$ cat config.mk
export PLATFORM = sky130hd
export DESIGN_NAME = drv_wave_fmt
export DESIGN_NICKNAME = d
export VERILOG_FILES = /design/src/rtl/drv_wave_pkg.sv /design/src/rtl/slice_timer.sv /design/src/rtl/slice_data.sv /design/src/rtl/wave_shaper.sv /design/src/rtl/drv_wave_fmt.sv
export SDC_FILE = /design/constraint.sdc
export NUM_CORES = 1
export LEC_CHECK = 0
export BUFFER_PORTS_ARGS = -buffer_cell sky130_fd_sc_hd__buf_4
export CAP_MARGIN = 5
export CORE_MARGIN = 5
export CORE_UTILIZATION = 39
export DETAILED_ROUTE_END_ITERATION = 8
export MAX_ROUTING_LAYER = met4
export PLACE_DENSITY = 0.63
export RECOVER_POWER = 25
export SETUP_SLACK_MARGIN = 0.3
export SYNTH_ARGS = -nofsm -noshare
export SYNTH_HDL_FRONTEND = slang
export SYNTH_SLANG_ARGS = --single-unit
$ cat constraint.sdc
create_clock -name clk_i -period 2.7 [get_ports clk_i]
set_input_delay 0.81 -clock clk_i [delete_from_list [all_inputs] [get_ports clk_i]]
set_output_delay 0.81 -clock clk_i [all_outputs]
set_load 0.03 [all_outputs]
$ cat src/rtl/drv_wave_pkg.sv
package drv_wave_pkg;
  typedef enum logic [2:0] {
    FMT_NR  = 3'd0,
    FMT_RH  = 3'd1,
    FMT_RL  = 3'd2,
    FMT_PH  = 3'd3,
    FMT_PL  = 3'd4,
    FMT_PHS = 3'd5,
    FMT_PLS = 3'd6,
    FMT_SBC = 3'd7
  } fmt_e;
endpackage

$ cat src/rtl/slice_timer.sv
module slice_timer #(
  parameter int CNT_W = 8
) (
  input  logic             clk_i,
  input  logic             rst_ni,
  input  logic [CNT_W-1:0] period_i,
  input  logic [CNT_W-1:0] t1_i,
  input  logic [CNT_W-1:0] t2_i,
  output logic             at_t0_o,
  output logic             past_t1_o,
  output logic             before_t2_o
);
  localparam logic [CNT_W-1:0] ONE = CNT_W'(1);

  logic [CNT_W-1:0] cnt_q;
  logic [CNT_W-1:0] last_tick;

  assign last_tick = period_i - ONE;

  always_ff @(posedge clk_i or negedge rst_ni) begin
    if (!rst_ni)                cnt_q <= '0;
    else if (cnt_q >= last_tick) cnt_q <= '0;
    else                        cnt_q <= cnt_q + ONE;
  end

  assign at_t0_o     = (cnt_q == '0);
  assign past_t1_o   = (cnt_q >= t1_i);
  assign before_t2_o = (cnt_q < t2_i);
endmodule

$ cat src/rtl/slice_data.sv
module slice_data (
  input  logic clk_i,
  input  logic rst_ni,
  input  logic at_t0_i,
  input  logic valid_i,
  input  logic data_i,
  output logic cur_o,
  output logic prev_o,
  output logic underrun_o
);
  logic last_q, prev_q, und_q;

  // at t0 the new slice is already live; the finished slice is last_q
  assign cur_o  = at_t0_i ? (valid_i ? data_i : last_q) : last_q;
  assign prev_o = at_t0_i ? last_q : prev_q;

  always_ff @(posedge clk_i or negedge rst_ni) begin
    if (!rst_ni) begin
      last_q <= 1'b0;
      prev_q <= 1'b0;
      und_q  <= 1'b0;
    end else if (at_t0_i) begin
      prev_q <= last_q;
      last_q <= cur_o;
      und_q  <= !valid_i;
    end
  end

  assign underrun_o = und_q;
endmodule

$ cat src/rtl/wave_shaper.sv
module wave_shaper
  import drv_wave_pkg::*;
(
  input  logic [2:0] fmt_i,
  input  logic       cur_i,
  input  logic       prev_i,
  input  logic       past_t1_i,
  input  logic       before_t2_i,
  input  logic       pin_q_i,
  output logic       pin_d_o
);
  logic win, skew_act;

  assign win      = past_t1_i && before_t2_i;
  assign skew_act = (past_t1_i && cur_i) || (before_t2_i && prev_i);

  always_comb begin
    unique case (fmt_e'(fmt_i))
      FMT_NR:  pin_d_o = past_t1_i ? cur_i : prev_i;
      FMT_RH:  pin_d_o = (past_t1_i && !before_t2_i) ? 1'b1 : (win ? cur_i : pin_q_i);
      FMT_RL:  pin_d_o = (past_t1_i && !before_t2_i) ? 1'b0 : (win ? cur_i : pin_q_i);
      FMT_PH:  pin_d_o = win && cur_i;
      FMT_PL:  pin_d_o = !(win && cur_i);
      FMT_PHS: pin_d_o = skew_act;
      FMT_PLS: pin_d_o = !skew_act;
      FMT_SBC: pin_d_o = win ? cur_i : !cur_i;
      default: pin_d_o = pin_q_i;
    endcase
  end
endmodule

$ cat src/rtl/drv_wave_fmt.sv
module drv_wave_fmt #(
  parameter int CNT_W = 8
) (
  input  logic             clk_i,
  input  logic             rst_ni,
  input  logic [CNT_W-1:0] period_i,
  input  logic [CNT_W-1:0] t1_i,
  input  logic [CNT_W-1:0] t2_i,
  input  logic [2:0]       fmt_i,
  input  logic             data_valid_i,
  input  logic             data_i,
  output logic             data_ready_o,
  output logic             pin_o,
  output logic             underrun_o
);
  logic at_t0, past_t1, before_t2;
  logic cur_bit, prev_bit, pin_d, pin_q;

  slice_timer #(.CNT_W(CNT_W)) u_timer (
    .clk_i       (clk_i),
    .rst_ni      (rst_ni),
    .period_i    (period_i),
    .t1_i        (t1_i),
    .t2_i        (t2_i),
    .at_t0_o     (at_t0),
    .past_t1_o   (past_t1),
    .before_t2_o (before_t2)
  );

  slice_data u_data (
    .clk_i      (clk_i),
    .rst_ni     (rst_ni),
    .at_t0_i    (at_t0),
    .valid_i    (data_valid_i),
    .data_i     (data_i),
    .cur_o      (cur_bit),
    .prev_o     (prev_bit),
    .underrun_o (underrun_o)
  );

  wave_shaper u_shape (
    .fmt_i       (fmt_i),
    .cur_i       (cur_bit),
    .prev_i      (prev_bit),
    .past_t1_i   (past_t1),
    .before_t2_i (before_t2),
    .pin_q_i     (pin_q),
    .pin_d_o     (pin_d)
  );

  always_ff @(posedge clk_i or negedge rst_ni) begin
    if (!rst_ni) pin_q <= 1'b0;
    else         pin_q <= pin_d;
  end

  assign pin_o        = pin_q;
  assign data_ready_o = at_t0;
endmodule

==> run summary, run 1 <==
Final worst path period share - 103%
Post-synth cell types - 37
Area leader, netlist - sky130_fd_sc_hd__ha_1
Pin count of the biggest net entering global routing - 13
Average detailed-routed wire length per instance - 12.6 um
Area inside the core boundary - 3340 um^2
Setup repair after global routing missed its margin - yes
Non-filler instance count after layout - 253
Period minus WS final - 2.79 ns
Number of fill cells - 318
Syn nets - 218
Sequential cell area - 300 um^2
Y dimension of the die - 68.6 um
Worst Setup Start Kind - flop
Multi-input gate area - 1000 um^2
Worst clock skew - 0.00661 ns
Initial antenna violation count - 0
Count of nets after finishing - 266
Total CTS buffers - 3
Number of flops mapped to enable cells by yosys - 0
Number of cells produced by synthesis - 160
Most used flip-flop cell after synthesis - sky130_fd_sc_hd__dfrtp_1
Violated checks - negative setup slack
Area growth from synthesis to final layout - 36.1%
Post-Place Cell Area - 1720 um^2
Most instantiated library cell after synthesis - sky130_fd_sc_hd__ha_1
Clock tree sinks - 12
Status - complete, but fails checks
Achievable clock frequency - 0.359 GHz
Setup_tns - -0.0877 ns
Initial standard-cell utilization of the core - 40.1%
Maximum fanout along the worst path - 2
Final RePlAce weighted congestion - 0.729
Global-route wire length before repair - 5100 um
Worst-Margin Slew - 0.646 ns
Main area contributors after synthesis - sky130_fd_sc_hd__ha_1 25%, sky130_fd_sc_hd__dfrtp_1 22%, sky130_fd_sc_hd__inv_1 6.5%
Total track usage - 14.8%
Delay of the slowest cell on the worst path - 0.45 ns
Diodes inserted - 0
Routed Wire Length - 3190 um
Post-synthesis register bit count - 12
Clk Latency, worst-skew pair - 0.28 ns
Reported leakage power - 0.925 nW
Hold buffer count at CTS - 0
Warnings, synthesis - 0
Die X-Extent - 68.6 um
Post-CTS clock slew at the launch and capture registers of the worst setup and hold paths - 0.08 ns
Die footprint - 4700 um^2
CTS tree - done
Level count of the clock H-tree - 1
CP endpoint kind - output pin
Required time of the critical path - 1.89 ns
Buffers from clock root to sink, at most - 2
Hold crit path type - primary input to asynchronous set/reset pin
CP cell instances - inv_2, ha_4, or4b_4, or4_4, clkinvlp_4, buf_6
Slew Limit Fails - 0
Ratio of total power to cell area - 823 nW/um^2
Netlist area before placement - 1340 um^2
Placed Instances - 246
Share of the synthesized area in the top cell type - 25.3%
CTS Root Buffer Type - sky130_fd_sc_hd__clkbuf_4
Number of design-rule violations left by the first detailed-router iteration - 26
Ratio of cells with drive above 1 in the final layout - 30.9%
Number of input and output port buffers inserted - 33
Remaining routing DRC violations - 0
Commonest cells in the synthesized netlist - 27 x sky130_fd_sc_hd__ha_1, 23 x sky130_fd_sc_hd__inv_1, 12 x sky130_fd_sc_hd__a21oi_1, 12 x sky130_fd_sc_hd__dfrtp_1, 11 x sky130_fd_sc_hd__nand2_1
Endpoints failing hold - 0
Worst slack after detailed placement - -0.0470 ns
Critical path start-end classification - flop to output pin
Reported max-cap violation count - 0
I/O pins - 34
Max-Slew Margin vs Limit - 56.9%
Reg-to-reg setup timing slack - 0.05 ns
Final Worst Setup Slack - -0.0877 ns
Total power consumption of the routed design - 1.50 mW
Share of synthesized registers carrying an async set or reset - 100%
Synthesized area divided by synthesized cell count - 8.36 um^2
Slowest CP cell - sky130_fd_sc_hd__or4b_4
Number of detailed-route iterations in the first pass - 4
Detailed placement HPWL - 2580 um
Vias in the first global route - 1,171
Final setup viols - 1
Number of antenna-violating nets in the routed design - 0
Vias per inst - 5.08
Final instance area - 1820 um^2
Vias after detailed routing - 1,284
Sequential-to-total area share from yosys stat - 22.5%
VDD IR max - 400 uV
Endpoint arrival time on the critical path - 1.98 ns
Core Rows - 21
Overflow left after global routing - 0
kinds of logic (layout without fill, tap and decap cells):
logic type / Yosys count / count (layout) / synth area share [%]
muxes: 3 / 3 / 3.18
AOI/OAI and AO/OA: 36 / 36 / 16.5
adders and majority gates: 27 / 27 / 25.3
buffers and inverters: 26 / 73 / 7.30
xor gates and xnor gates: 12 / 12 / 7.86
DFF: 12 / 12 / 22.5
and+or+nand+nor: 44 / 44 / 17.5
per-layer routing:
layer | wire length (um) | share of wire (%) | global-route usage [%]
met1 | 1420 | 45 | 18.7
met2 | 1570 | 49 | 24.3
met3 | 126 | 4.0 | 1.13
met4 | 69 | 2.2 | 5.96
met5 | 0 | 0 | -
where the power goes:
part,switching (mW),internal (mW),leakage [nW]
logic,0.519,0.484,0.754
clock network,0.0627,0.0821,0.0210
registers,0.0894,0.261,0.150
total,0.671,0.828,0.925
what timing repair did:
action / CTS / global route
gates cloned: 0 / 0
pin swaps: 2 / 2
resized for setup: 6 / 4
setup buffers: 2 / 1
endpoints found under the setup margin: 2 / 10
path summary, 6_finish.rpt:
path | startpoint | to | depth (start not counted)
min in group clk_i | u_data.underrun_o$_DFFE_PN0P_ | u_data.underrun_o$_DFFE_PN0P_ | 2
setup reg to reg | u_timer.cnt_q[0]$_DFF_PN0_ | pin_o$_DFF_PN0_ | 11
hold reg to reg | u_data.underrun_o$_DFFE_PN0P_ | u_data.underrun_o$_DFFE_PN0P_ | 2
max in group asynchronous | rst_ni | u_data.underrun_o$_DFFE_PN0P_ | 1
setup / recovery | u_timer.cnt_q[0]$_DFF_PN0_ | data_ready_o | 6
hold / removal | rst_ni | u_timer.cnt_q[4]$_DFF_PN0_ | 1
cell type report:
type	count	share of cell area (%)
clock buffer	4	1.99
inverter	26	5.57
multi-input combinational	122	55.1
sequential	12	16.5
tap	46	3.16
timing repair buffer	43	17.7
placed cells by master (no fill, tap or decap), types with 7 or more instances in the layout:
cell type                  n
sky130_fd_sc_hd__dfrtp_1  12
sky130_fd_sc_hd__nand3_1   7
sky130_fd_sc_hd__nor2_1    7
sky130_fd_sc_hd__a21oi_1  12
sky130_fd_sc_hd__nand2_1  11
sky130_fd_sc_hd__ha_1     25
sky130_fd_sc_hd__inv_1    20
sky130_fd_sc_hd__buf_4    41
sky130_fd_sc_hd__xor2_1    8
through the flow:
step                hold WS (ns)  utilization (%)
finish                     0.518             54.6
global route               0.551             54.6
CTS                        0.359             53.8
detailed placement         0.518             51.4
global placement           0.469             51.4
floorplan                  0.473                -
registers in the layout, summed over array words and instances (netlist names):
name and count:
u_timer.cnt_q 8, u_data.underrun_o 1, pin_o 1, u_data.last_q 1, u_data.prev_q 1
worst max-delay path: cells and delay by family (launching register included):
kind / cells / cell delay, ns
AND/OR/NAND/NOR: 2 / 0.90
buffers and inverters: 3 / 0.29
adder cells (fa/ha/maj): 1 / 0.11
flip-flops: 1 / 0.39
No activity file was read; power rests on OpenSTA's default activity.
==> run 2: changes to the inputs <==
--- a/config.mk
+++ b/config.mk
@@ -9,6 +9,7 @@
 export CAP_MARGIN = 5
 export CORE_MARGIN = 5
 export CORE_UTILIZATION = 39
+export CTS_CLUSTER_SIZE = 30
 export DETAILED_ROUTE_END_ITERATION = 8
 export MAX_ROUTING_LAYER = met4
 export PLACE_DENSITY = 0.63
==> constraint.sdc (replaced) <==
create_clock -name clk_i -period 2.7 [get_ports clk_i]
set_input_delay 0 -clock clk_i [delete_from_list [all_inputs] [get_ports clk_i]]
set_output_delay 0 -clock clk_i [all_outputs]
set_load 0.03 [all_outputs]
==> run summary, run 2 (synthesis results as in run 1) <==
Final instance area - 1770 um^2
Clock tree sinks - 12
Die X-Extent - 68.6 um
Count of nets after finishing - 264
Maximum fanout along the worst path - 3
Critical register-to-register path startpoint - u_timer.cnt_q[0]$_DFF_PN0_
Required time of the critical path - 2.86 ns
CP endpoint kind - flop
CTS Root Buffer Type - sky130_fd_sc_hd__clkbuf_4
Clk Latency, worst-skew pair - 0.27 ns
Initial standard-cell utilization of the core - 40.1%
Worst clock skew - 0.0106 ns
Achievable clock frequency - 0.387 GHz
Critical R2R Capture - pin_o$_DFF_PN0_
Most frequent cells in the layout - 38 x sky130_fd_sc_hd__buf_4, 26 x sky130_fd_sc_hd__ha_1, 22 x sky130_fd_sc_hd__inv_1, 12 x sky130_fd_sc_hd__a21oi_1, 12 x sky130_fd_sc_hd__dfrtp_1
Non-filler instance count after layout - 251
Die footprint - 4700 um^2
Max FFs per register - 8
Area growth from synthesis to final layout - 32.1%
Overflow left after global routing - 0
Total track usage - 16.2%
Remaining routing DRC violations - 0
Vias per inst - 5.04
Number of fill cells - 328
Core Rows - 21
Y dimension of the die - 68.6 um
Diodes inserted - 0
Period minus WS final - 2.58 ns
Worst-case hold path end point - pin_o$_DFF_PN0_
Area inside the core boundary - 3340 um^2
Reported max-cap violation count - 0
Most common library cell in the layout ignoring fill and taps - sky130_fd_sc_hd__buf_4
Ratio of cells with drive above 1 in the final layout - 26.3%
Worst-Margin Slew - 0.687 ns
Average detailed-routed wire length per instance - 12.9 um
Endpoint arrival time on the critical path - 2.74 ns
Reported leakage power - 0.924 nW
Slew Limit Fails - 0
Reg-to-reg setup timing slack - 0.12 ns
Cell count of the worst reg-to-reg path - 11
Final Worst Setup Slack - 0.118 ns
Final RePlAce weighted congestion - 0.803
VDD IR max - 386 uV
Ratio of total power to cell area - 806 nW/um^2
Number of design-rule violations left by the first detailed-router iteration - 53
Critical path start-end classification - flop to flop
Global-route wire length before repair - 5540 um
Post-CTS clock slew at the launch and capture registers of the worst setup and hold paths - 0.08 ns
Initial antenna violation count - 0
I/O pins - 34
Total power consumption of the routed design - 1.42 mW
Vias in the first global route - 1,299
Routed Wire Length - 3240 um
Worst slack after detailed placement - 0.0527 ns
Worst Setup Start Kind - flop
Number of input and output port buffers inserted - 33
Placed Instances - 244
Final worst path period share - 95.6%
Final setup viols - 0
Status - finished clean
Origin of the worst min-delay path - fmt_i[2]
Detailed placement HPWL - 2660 um
Total CTS buffers - 3
Number of detailed-route iterations in the first pass - 4
Post-Place Cell Area - 1700 um^2
CTS tree - done
Buffers from clock root to sink, at most - 2
Vias after detailed routing - 1,265
Max-Slew Margin vs Limit - 54.2%
Setup repair after global routing missed its margin - yes
Biggest register - u_timer.cnt_q
Number of cells traversed by the worst hold path - 3
Level count of the clock H-tree - 1
Hold crit path type - primary input to flop
Endpoints failing hold - 0
Pin count of the biggest net entering global routing - 13
Number of antenna-violating nets in the routed design - 0
[run 2: cell types whose count changed in the layout (fill, tap and decap cells not counted), sizes merged]
cell | before | now
clkinvlp | 1 | 0
inv | 25 | 26
buf | 42 | 38
dlygate4sd3 | 0 | 2
[run 2: timing repair]
action / in CTS / in global routing
hold buffers: 2 / 0
endpoints found under the setup margin: 1 / 1
setup buffers: 1 / 0
endpoints found under the hold margin: 13 / 0
resized for setup: 1 / 3
pin swaps: 1 / 1
cloned: 0 / 0
[run 2: cell type report]
| class | instances | area [um^2] | share of cell area (%) |
|---|---|---|---|
| Multi-Input combinational cell | 122 | 966 | 54.7 |
| Timing Repair Buffer | 41 | 309 | 17.5 |
| Sequential cell | 12 | 300 | 17.0 |
| Inverter | 26 | 97.6 | 5.52 |
| Tap cell | 46 | 57.6 | 3.26 |
| Clock buffer | 4 | 36.3 | 2.05 |
[run 2: worst max-delay path by stage]
stage                                           from              end  slack, ns  depth (start not counted)
after detailed placement  u_timer.cnt_q[0]$_DFF_PN0_  pin_o$_DFF_PN0_       0.05                         11
after global routing      u_timer.cnt_q[0]$_DFF_PN0_  pin_o$_DFF_PN0_      -0.04                         11
final                     u_timer.cnt_q[0]$_DFF_PN0_  pin_o$_DFF_PN0_       0.12                         11
after global placement    u_timer.cnt_q[0]$_DFF_PN0_  pin_o$_DFF_PN0_       0.13                         11
after CTS                 u_timer.cnt_q[0]$_DFF_PN0_  pin_o$_DFF_PN0_       0.07                         11
after floorplan           u_timer.cnt_q[0]$_DFF_PN0_  pin_o$_DFF_PN0_       0.13                         11
[run 2: power by group]
group	total, mW	internal (mW)	switching [mW]
clock network	0.142	0.0819	0.0604
registers	0.334	0.261	0.0727
logic	0.947	0.438	0.509
total	1.42	0.781	0.642
[run 2: metal layers]
metal / wire (um) / track usage, % / vias up
met5: 0 / - / -
met1: 1450 / 18.7 / 583
met2: 1660 / 28.1 / 26
li1: - / - / 654
met4: 25 / 5.21 / 0
met3: 95 / 3.08 / 2
[run 2: through the flow]
step | TNS (ns) | util (%) | hold WS (ns)
6_report | 0 | 52.9 | 0.0479
5_1_grt | -0.0398 | 52.9 | 0.0378
4_1_cts | 0 | 52.8 | 0.0434
3_5_place_dp | 0 | 50.8 | -0.148
3_3_place_gp | 0 | 50.8 | -0.148
2_1_floorplan | 0 | - | -0.296
[run 2: critical path, stage by stage, from the launching register on]
cell and delay [ns]:
sky130_fd_sc_hd__dfrtp_1 0.39, sky130_fd_sc_hd__inv_2 0.08, sky130_fd_sc_hd__ha_1 0.14, sky130_fd_sc_hd__or4b_4 0.45, sky130_fd_sc_hd__or4_4 0.45, sky130_fd_sc_hd__mux2i_4 0.19, sky130_fd_sc_hd__inv_2 0.07, sky130_fd_sc_hd__ha_4 0.27
sky130_fd_sc_hd__nand2_1 0.06, sky130_fd_sc_hd__a22oi_2 0.11, sky130_fd_sc_hd__mux2i_1 0.10, sky130_fd_sc_hd__o32a_1 0.17
==> run 3: changes to the inputs <==
--- a/config.mk
+++ b/config.mk
@@ -14,7 +14,7 @@
 export MAX_ROUTING_LAYER = met4
 export PLACE_DENSITY = 0.63
 export RECOVER_POWER = 25
-export SETUP_SLACK_MARGIN = 0.3
+export SETUP_SLACK_MARGIN = 0.05
 export SYNTH_ARGS = -nofsm -noshare
 export SYNTH_HDL_FRONTEND = slang
 export SYNTH_SLANG_ARGS = --single-unit
==> run summary, run 3 (synthesis results as in run 1) <==
Status - finished clean
Vias in the first global route - 1,280
Buffers from clock root to sink, at most - 2
Period minus WS final - 2.66 ns
Count of nets after finishing - 267
Level count of the clock H-tree - 1
CTS tree - done
Setup crit end - pin_o$_DFF_PN0_
Overflow left after global routing - 0
Critical register-to-register path startpoint - u_timer.cnt_q[1]$_DFF_PN0_
Most frequent cells in the layout - 40 x sky130_fd_sc_hd__buf_4, 26 x sky130_fd_sc_hd__ha_1, 22 x sky130_fd_sc_hd__inv_1, 12 x sky130_fd_sc_hd__a21oi_1, 12 x sky130_fd_sc_hd__dfrtp_1
CTS Root Buffer Type - sky130_fd_sc_hd__clkbuf_4
Number of input and output port buffers inserted - 33
Detailed placement HPWL - 2630 um
Endpoint arrival time on the critical path - 2.82 ns
VDD IR max - 379 uV
Clk Latency, worst-skew pair - 0.27 ns
Initial standard-cell utilization of the core - 40.1%
Y dimension of the die - 68.6 um
Vias after detailed routing - 1,319
Worst-Margin Slew - 0.660 ns
Average detailed-routed wire length per instance - 12.8 um
Max FFs per register - 8
Diodes inserted - 0
Max-Slew Margin vs Limit - 56.0%
Final setup viols - 0
Required time of the critical path - 2.86 ns
Most common library cell in the layout ignoring fill and taps - sky130_fd_sc_hd__buf_4
CP endpoint kind - flop
Reported max-cap violation count - 0
Post-CTS clock slew at the launch and capture registers of the worst setup and hold paths - 0.08 ns
Final worst path period share - 98.6%
Number of design-rule violations left by the first detailed-router iteration - 50
Die X-Extent - 68.6 um
Total CTS buffers - 3
Slew Limit Fails - 0
Multi-input gate area - 957 um^2
Sequential cell area - 300 um^2
Worst slack after detailed placement - -0.0268 ns
Worst clock skew - 0.00326 ns
Reported leakage power - 0.938 nW
Final RePlAce weighted congestion - 0.745
Final Hold Slack - 0.0434 ns
Pin count of the biggest net entering global routing - 13
Core Rows - 21
Biggest register - u_timer.cnt_q
Ratio of total power to cell area - 807 nW/um^2
Area growth from synthesis to final layout - 33.3%
Initial antenna violation count - 0
Cell count of the worst reg-to-reg path - 11
Remaining routing DRC violations - 0
Area inside the core boundary - 3340 um^2
Critical path start-end classification - flop to flop
Final Worst Setup Slack - 0.0372 ns
Worst Setup SP - u_timer.cnt_q[1]$_DFF_PN0_
Total track usage - 15.6%
Number of detailed-route iterations in the first pass - 4
Reg-to-reg setup timing slack - 0.04 ns
Ratio of cells with drive above 1 in the final layout - 26.0%
Worst Setup Start Kind - flop
Clock tree sinks - 12
Achievable clock frequency - 0.376 GHz
Setup_tns - 0 ns
Endpoints failing hold - 0
I/O pins - 34
Setup repair after global routing missed its margin - yes
Hold crit path type - primary input to flop
Number of fill cells - 331
Vias per inst - 5.19
Critical R2R Capture - pin_o$_DFF_PN0_
Routed Wire Length - 3250 um
Maximum fanout along the worst path - 4
Global-route wire length before repair - 5440 um
Number of antenna-violating nets in the routed design - 0
Die footprint - 4700 um^2
[run 3: cell types whose count changed in the layout (fill, tap and decap cells not counted)]
| cell | delta |
|---|---|
| sky130_fd_sc_hd__o21ai_0 | +1 |
| sky130_fd_sc_hd__a22oi_2 | -1 |
| sky130_fd_sc_hd__dlygate4sd3_1 | +1 |
| sky130_fd_sc_hd__a22oi_1 | +1 |
| sky130_fd_sc_hd__buf_4 | +2 |
| sky130_fd_sc_hd__o21ai_2 | -1 |
[run 3: how the worst min path moves through the flow]
stage / start / end / slack, ns / cells after the start
floorplan: rst_ni / pin_o$_DFF_PN0_ / -0.30 / 0
global placement: rst_ni / pin_o$_DFF_PN0_ / -0.15 / 1
detailed placement: rst_ni / pin_o$_DFF_PN0_ / -0.15 / 1
CTS: fmt_i[2] / pin_o$_DFF_PN0_ / 0.04 / 3
global route: fmt_i[2] / pin_o$_DFF_PN0_ / 0.06 / 3
finish: fmt_i[2] / pin_o$_DFF_PN0_ / 0.04 / 3
[run 3: routing by layer]
layer,share of wire (%),global-route usage [%],vias to the layer above
li1,-,-,656
met1,43,18.1,601
met2,50,27.1,53
met3,5.1,1.13,9
met4,2.1,7.20,0
met5,0,-,-
[run 3: timing repair]
item,4_1_cts,5_1_grt
buffers inserted,1,0
hold endpoints to repair,14,0
endpoints found under the setup margin,1,1
pin swaps,2,0
hold buffers,3,0
gates resized for setup,2,2
[run 3: cell type report]
class / count / share of cell area (%)
Multi-Input combinational cell: 122 / 53.7
Timing Repair Buffer: 44 / 18.7
Sequential cell: 12 / 16.8
Inverter: 26 / 5.47
Tap cell: 46 / 3.23
Clock buffer: 4 / 2.04
[run 3: power by group]
group | internal (mW) | switching [mW] | leakage [nW] | total (mW)
sequential | 0.261 | 0.0697 | 0.150 | 0.331
combinational | 0.448 | 0.514 | 0.766 | 0.962
clock | 0.0820 | 0.0643 | 0.0210 | 0.146
total | 0.791 | 0.648 | 0.938 | 1.44
[run 3: worst max-delay path: stages, from the launching register on]
cell	delay, ns
sky130_fd_sc_hd__dfrtp_1	0.41
sky130_fd_sc_hd__inv_1	0.07
sky130_fd_sc_hd__ha_1	0.13
sky130_fd_sc_hd__or4b_4	0.45
sky130_fd_sc_hd__or4_4	0.44
sky130_fd_sc_hd__mux2i_4	0.22
sky130_fd_sc_hd__inv_2	0.08
sky130_fd_sc_hd__ha_4	0.27
sky130_fd_sc_hd__nand2_1	0.05
sky130_fd_sc_hd__a22oi_1	0.15
sky130_fd_sc_hd__mux2i_1	0.11
sky130_fd_sc_hd__o32a_1	0.17
[run 3: metrics by stage]
stage	area [um^2]	utilization [%]	power, mW	instances
final	1780	53.4	1.44	254
after floorplan	1340	-	0.935	160
after detailed placement	1700	50.8	1.24	246
after CTS	1770	53.1	1.41	254
after global placement	1700	50.8	1.20	246
after global routing	1780	53.4	1.57	254
